[src/rtl/dp_alu.sv]
module dp_alu #(
  parameter int W = 32
) (
  input  logic [W-1:0] opa_i,
  input  logic [W-1:0] opb_i,
  input  logic [3:0]   op_i,
  input  logic         c_i,
  input  logic         v_i,
  input  logic         shc_i,
  output logic [W-1:0] res_o,
  output logic         wr_o,
  output logic         n_o,
  output logic         z_o,
  output logic         c_o,
  output logic         v_o
);

  localparam logic [3:0] OP_AND = 4'd0,  OP_EOR = 4'd1,  OP_SUB = 4'd2,  OP_RSB = 4'd3;
  localparam logic [3:0] OP_ADD = 4'd4,  OP_ADC = 4'd5,  OP_SBC = 4'd6,  OP_RSC = 4'd7;
  localparam logic [3:0] OP_TST = 4'd8,  OP_TEQ = 4'd9,  OP_CMP = 4'd10, OP_CMN = 4'd11;
  localparam logic [3:0] OP_ORR = 4'd12, OP_MOV = 4'd13, OP_BIC = 4'd14, OP_MVN = 4'd15;

  logic         arith;
  logic [W-1:0] ax, ay, lres;
  logic         acin;
  logic [W:0]   asum;
  logic         aovf;

  always_comb begin
    arith = 1'b1;
    ax    = opa_i;
    ay    = opb_i;
    acin  = 1'b0;
    lres  = '0;
    unique case (op_i)
      OP_SUB, OP_CMP: begin ay = ~opb_i; acin = 1'b1; end
      OP_RSB:         begin ax = opb_i; ay = ~opa_i; acin = 1'b1; end
      OP_ADD, OP_CMN: acin = 1'b0;
      OP_ADC:         acin = c_i;
      OP_SBC:         begin ay = ~opb_i; acin = c_i; end
      OP_RSC:         begin ax = opb_i; ay = ~opa_i; acin = c_i; end
      OP_AND, OP_TST: begin arith = 1'b0; lres = opa_i & opb_i; end
      OP_EOR, OP_TEQ: begin arith = 1'b0; lres = opa_i ^ opb_i; end
      OP_ORR:         begin arith = 1'b0; lres = opa_i | opb_i; end
      OP_MOV:         begin arith = 1'b0; lres = opb_i; end
      OP_BIC:         begin arith = 1'b0; lres = opa_i & ~opb_i; end
      default:        begin arith = 1'b0; lres = ~opb_i; end
    endcase
  end

  assign asum  = {1'b0, ax} + {1'b0, ay} + {{W{1'b0}}, acin};
  assign aovf  = (ax[W-1] == ay[W-1]) && (asum[W-1] != ax[W-1]);

  assign res_o = arith ? asum[W-1:0] : lres;
  assign c_o   = arith ? asum[W] : shc_i;
  assign v_o   = arith ? aovf : v_i;
  assign n_o   = res_o[W-1];
  assign z_o   = (res_o == '0);
  assign wr_o  = (op_i[3:2] != 2'b10);

  always_comb begin
    if (op_i == OP_ADD)
      p_add_carry_r3: assert ({c_o, res_o} == {1'b0, opa_i} + {1'b0, opb_i})
        else $error("add carry mismatch");
    if (op_i == OP_SUB || op_i == OP_CMP)
      p_sub_noborrow_r4: assert (c_o == (opa_i >= opb_i) && res_o == opa_i - opb_i)
        else $error("subtract borrow sense mismatch");
    if (op_i == OP_ADD || op_i == OP_CMN)
      p_add_ovf_r5: assert (v_o == ((opa_i[W-1] == opb_i[W-1]) && (res_o[W-1] != opa_i[W-1])))
        else $error("add overflow mismatch");
    if (op_i == OP_BIC)
      p_bic_r2: assert ((res_o & opb_i) == '0)
        else $error("clear-bits left a masked bit set");
    if (op_i[3:2] == 2'b11 || op_i[3:1] == 3'b000 || op_i[3:1] == 3'b100)
      p_logic_flags_r7: assert (c_o == shc_i && v_o == v_i)
        else $error("logical flags not passed through");
    if (op_i[3:2] == 2'b10)
      p_no_write_r8: assert (!wr_o)
        else $error("compare or test wrote a result");
  end

endmodule

[config.mk]
export PLATFORM = sky130hd
export DESIGN_NAME = dp_alu
export DESIGN_NICKNAME = d
export VERILOG_FILES = /design/src/rtl/dp_alu.sv
export SDC_FILE = /design/constraint.sdc
export NUM_CORES = 1
export LEC_CHECK = 0
export ABC_AREA = 1
export CAP_MARGIN = 25
export CORE_MARGIN = 1
export CORE_UTILIZATION = 25
export DETAILED_ROUTE_END_ITERATION = 10
export DONT_BUFFER_PORTS = 1
export SYNTH_ARGS = -nofsm -noshare
export SYNTH_HDL_FRONTEND = slang
export SYNTH_SLANG_ARGS = --single-unit
[constraint.sdc]
create_clock -name vclk -period 9.2
set_input_delay 0.92 -clock vclk [all_inputs]
set_output_delay 0.92 -clock vclk [all_outputs]
set_load 0.005 [all_outputs]
After elaboration in Yosys (flattened, before gate mapping)
Index checks and enable logic that the tools add are counted.
{ "word_totals": {"regBits": 0, "out_inout_bits": 37, "word_cells": 43} }
{ "classes": {"add_sub_neg": 2, "eq_ne": 17, "n_mux": 8, "n_bitwise": 6, "n_reduce_logical": 10} }
{ "op_table": {"columns": ["cell", "count"], "rows": [
  ["$pmux W32 S6", 1],
  ["$and A32 B32 Y32", 2],
  ["$mux W32", 2],
  ["$not A32 Y32", 2],
  ["$pmux W32 S2", 1],
  ["$add A32 B32 Y33", 1],
  ["$add A33 B1 Y33", 1],
  ["$logic_not A32 Y1", 1],
  ["$or A32 B32 Y32", 1],
  ["$xor A32 B32 Y32", 1],
  ["$eq A4 B4 Y1 const B", 7],
  ["$eq A4 B3 Y1 const B", 4],
  ["$reduce_or A3 Y1", 3],
  ["$eq A4 B2 Y1 const B", 2],
  ["$reduce_or A8 Y1", 1],
  ["$reduce_or A2 Y1", 3],
  ["$eq A4 B1 Y1 const B", 1],
  ["$logic_not A4 Y1", 1],
  ["$mux W1", 3],
  ["$ne A2 B2 Y1 const B", 1],
  ["$pmux W1 S2", 1],
  ["$eq A1 B1 Y1", 1],
  ["$logic_and A1 B1 Y1", 1],
  ["$ne A1 B1 Y1", 1]
]} }

Logic depth before layout (Yosys ltp)
{ "logic_depth": {"depth_word": 8, "depth_mapped": 26} }

Worst setup path after synthesis
OpenSTA, ideal clock, no wires.
{ "synth_path": {"path_type": "input -> output", "from": "input port op_i[2]", "to": "output port z_o", "t_arrival_ns": 3.601, "required_time_ns": 8.280, "path_slack_ns": 4.679, "cell_stages": 23, "n_path_buf": 1, "cell_sequence": "nand2_1 inv_2 nor2_1 inv_2 clkbuf_1 o22ai_1 a31oi_1 fa_1 inv_1 fa_1 nand3_1 nand3_1 nand3_1 nand3b_1 nand2_1 nand3_1 nand3_1 nand2_1 nor2_1 nand2_1 nor2_1 nand2_1 nor2_1"} }
{ "synth_via": {"elab_chain_cells": 7, "word_cells_on_any_way": 31, "cone_classes": "2 x add/sub; 14 x eq/ne; 6 x mux; 9 x reduce/logical"} }
{ "synth_lines": {"columns": ["element", "line", "text"], "rows": [
  ["start, declared", "6", "input logic [3:0] op_i,"],
  ["$eq A4 B2 Y1, or another cell as far along", "35", "unique case (op_i)"],
  ["$reduce_or A3 Y1 (no source line) / $reduce_or A2 Y1 (equally long branches)", null, null],
  ["$pmux W32 S2 / $mux W32 (equally long branches)", "35", null],
  ["$add A32 B32 Y33", "51", "assign asum = {1'b0, ax} + {1'b0, ay} + {{W{1'b0}}, acin};"],
  ["$add A33 B1 Y33", "51", null],
  ["$mux W32 *", "54", "assign res_o = arith ? asum[W-1:0] : lres;"],
  ["via res_o[28]", "10", "output logic [W-1:0] res_o,"],
  ["$logic_not A32 Y1 *", "58", "assign z_o = (res_o == '0);"],
  ["end, declared", "13", "output logic z_o,"]
]} }
Mark *: on every way through the listed nets, which the timed path passes. The rest lies on a longest branch.

Worst setup path in the final report
{ "layout_path": {"from": "input port op_i[1]", "to": "output port z_o"} }
The elaborated chain is that of the path after synthesis.

==> metrics.md <==
| Metric | Value |
|---|---|
| Tmin final | 5780 ps |
| Largest cells by area after synthesis | nand2_1 (25%), ha_1 (14%), inv_1 (12%) |
| Worst Slack Setup Final | 3420 ps |
| Post-cts resize count | 0 |
| Total grt overflow | 0 |
| # diodes | 0 |
| Crit path buffers/inverters | 4 |
| Final wirelength | 21600 um |
| Sequential cells | 0 |
| Via density | 5.31 |
| CP max stage cell | buf_4 |
| Initial antenna violation count | 0 |
| Fmax | 173 MHz |
| Clock Buffer Count | 0 |
| Max cap viols | 0 |
| Failing checks | DRC |
| Placed cells | 1366 |
| Placed cell area | 0.00583 mm2 |
| Power, Total | 0.446 mW |
| Area of the mapped netlist | 0.00567 mm2 |
| Initial Utilization | 25.7% |
| Finished layout cell area | 0.00588 mm2 |
| Die Y | 153 um |
| Fin util | 26.7% |
| Fin cells | 1369 |
| Final nets | 1227 |
| Setup Buffers After CTS | 0 |
| Share of cells above drive strength 1 | 5.60% |
| CP startpoint kind | input port |
| RSZ-0062 raised after global routing | false |
| Standard-cell row count | 54 |
| # port buffers | 0 |
| Die Span X | 153 um |
| CP endpoint kind | output port |
| Crit share post-route | 62.8% |
| Post-synthesis cell count | 1125 |
| HPWL after DPL | 17000 um |
| Hold crit path type | input port to output port |
| Pleak | 3.21 nW |
| Drt pass-1 iters | 8 |
| Syn Nets | 1261 |
| Crit-path cells | nand2_1, nor2_4, buf_4, inv_2, buf_12, o22ai_1, a31oi_1, fa_1, inv_1, fa_1, nand3_1, nand3_1, nand3_1, nand3b_1, nand2_1, nand2_1, nand2_1, nand3_1, nand2_1, nor2_1, nand2_1, nor2_1, nand2_1, nor2_1 |
| Hold Fails Final Rpt | 0 |
| Post-synthesis cell type count | 41 |
| Slew headroom | 35.1% |
| DR WL/cell | 15.7 um |
| Setup TNS | 0 ps |
| Number of synthesis warnings | 0 |
| Fin Hold WS | 1890 ps |
| Crit path max fanout | 65 |
| Largest vdd supply drop | 0.0199 mV |
| Num ports | 108 |
| Syn-to-layout area delta | 3.82% |
| Largest net degree at the start of global routing | 66 |
| Final setup vio count | 0 |
| Residual DRC count | 9 |
| Worst slew pin tran | 971 ps |
| Biggest area consumer among synthesized cells | nand2_1 |
| Hold buffer count at CTS | 0 |
| Core outline area | 0.0220 mm2 |
| Slew Limit Fails | 0 |
| Max incr delay on CP | 470 ps |
| Vias in the first global route | 6531 |
| Worst path required time | 8280 ps |
| Seq. cell area | 0 um2 |
| Post-synthesis sequential area ratio | 0% |
| Critical path type | input port to output port |
| Gr usage total | 17.8% |
| Most common library cells after synthesis | nand2_1 (376), inv_1 (186), nor2_1 (89), nand3_1 (67), o21ai_0 (67) |
| Gp weighted congestion | 0.935 |
| DRT iter0 DRCs | 669 |
| Arr. time, crit path | 4860 ps |
| Synth top area share | 24.9% |
| Top-count cell post-synth | nand2_1 |
| First-pass GRT wire length | 34200 um |
| Vias | 7269 |
| Worst path most repeated cell | nand2_1 |
| Outcome | complete, but fails checks |
| Setup WS pre-CTS | 3240 ps |
| Post-synthesis average cell area | 5.04 um2 |
| Antenna Violating Nets Remaining | 0 |
| CP top delay family | simple AND/OR/NAND/NOR gates |
| DIE AREA | 0.0233 mm2 |
| Cell Pwr Density | 75.9 mW/mm2 |
[layout make-up]
class,count,area [um2]
repair buffers,6,73.8
fillers,2536,16100
well taps,280,350
inverters,193,724
multi-input cells,890,4730
[worst paths after layout]
path | endpoint | depth (start not counted) | startpoint | slack (ps)
setup / recovery | z_o | 24 | op_i[1] | 3420
hold / removal | wr_o | 1 | op_i[3] | 1890
[cells in the final DEF (no fill, tap or decap), types with 2 or more instances in the layout]
cell type,n
nor3_2,5
buf_4,3
nor2_4,2
or2_2,2
nand4_1,12
nand3_1,67
o221ai_1,4
fa_1,2
a21oi_1,58
and3_1,2
o21ai_0,67
nor2_2,3
o21a_1,3
a211oi_1,3
a31o_2,31
nand2_2,2
ha_1,63
buf_12,2
and2_1,2
o22ai_1,49
inv_1,185
o21ai_1,13
inv_2,8
o211ai_1,2
nand2_1,376
xor2_1,6
nor3_1,11
a221oi_1,4
nor2_1,88
nand3b_1,5
[cell families (layout without fill, tap and decap cells)]
group / count (synthesis) / count (layout) / synth area share, %
AOI/OAI and AO/OA: 238 / 238 / 25.2
buffers and inverters: 235 / 199 / 16.6
adders and majority gates: 65 / 65 / 14.6
and+or+nand+nor: 580 / 580 / 42.5
xor gates and xnor gates: 7 / 7 / 1.08
[per-layer routing]
| layer | global-route usage (%) | part of all wire, % | vias to the layer above |
|---|---|---|---|
| met4 | 6.88 | 4.2 | 0 |
| met3 | 2.50 | 6.7 | 53 |
| met1 | 22.2 | 43 | 3327 |
| met5 | 0 | 0 | - |
| li1 | - | - | 3619 |
| met2 | 30.8 | 46 | 270 |
[power breakdown]
part | internal, mW | switching [mW]
sequential | 0 | 0
clock | 0 | 0
combinational | 0.147 | 0.299
Power figures use the tool's default switching activity.
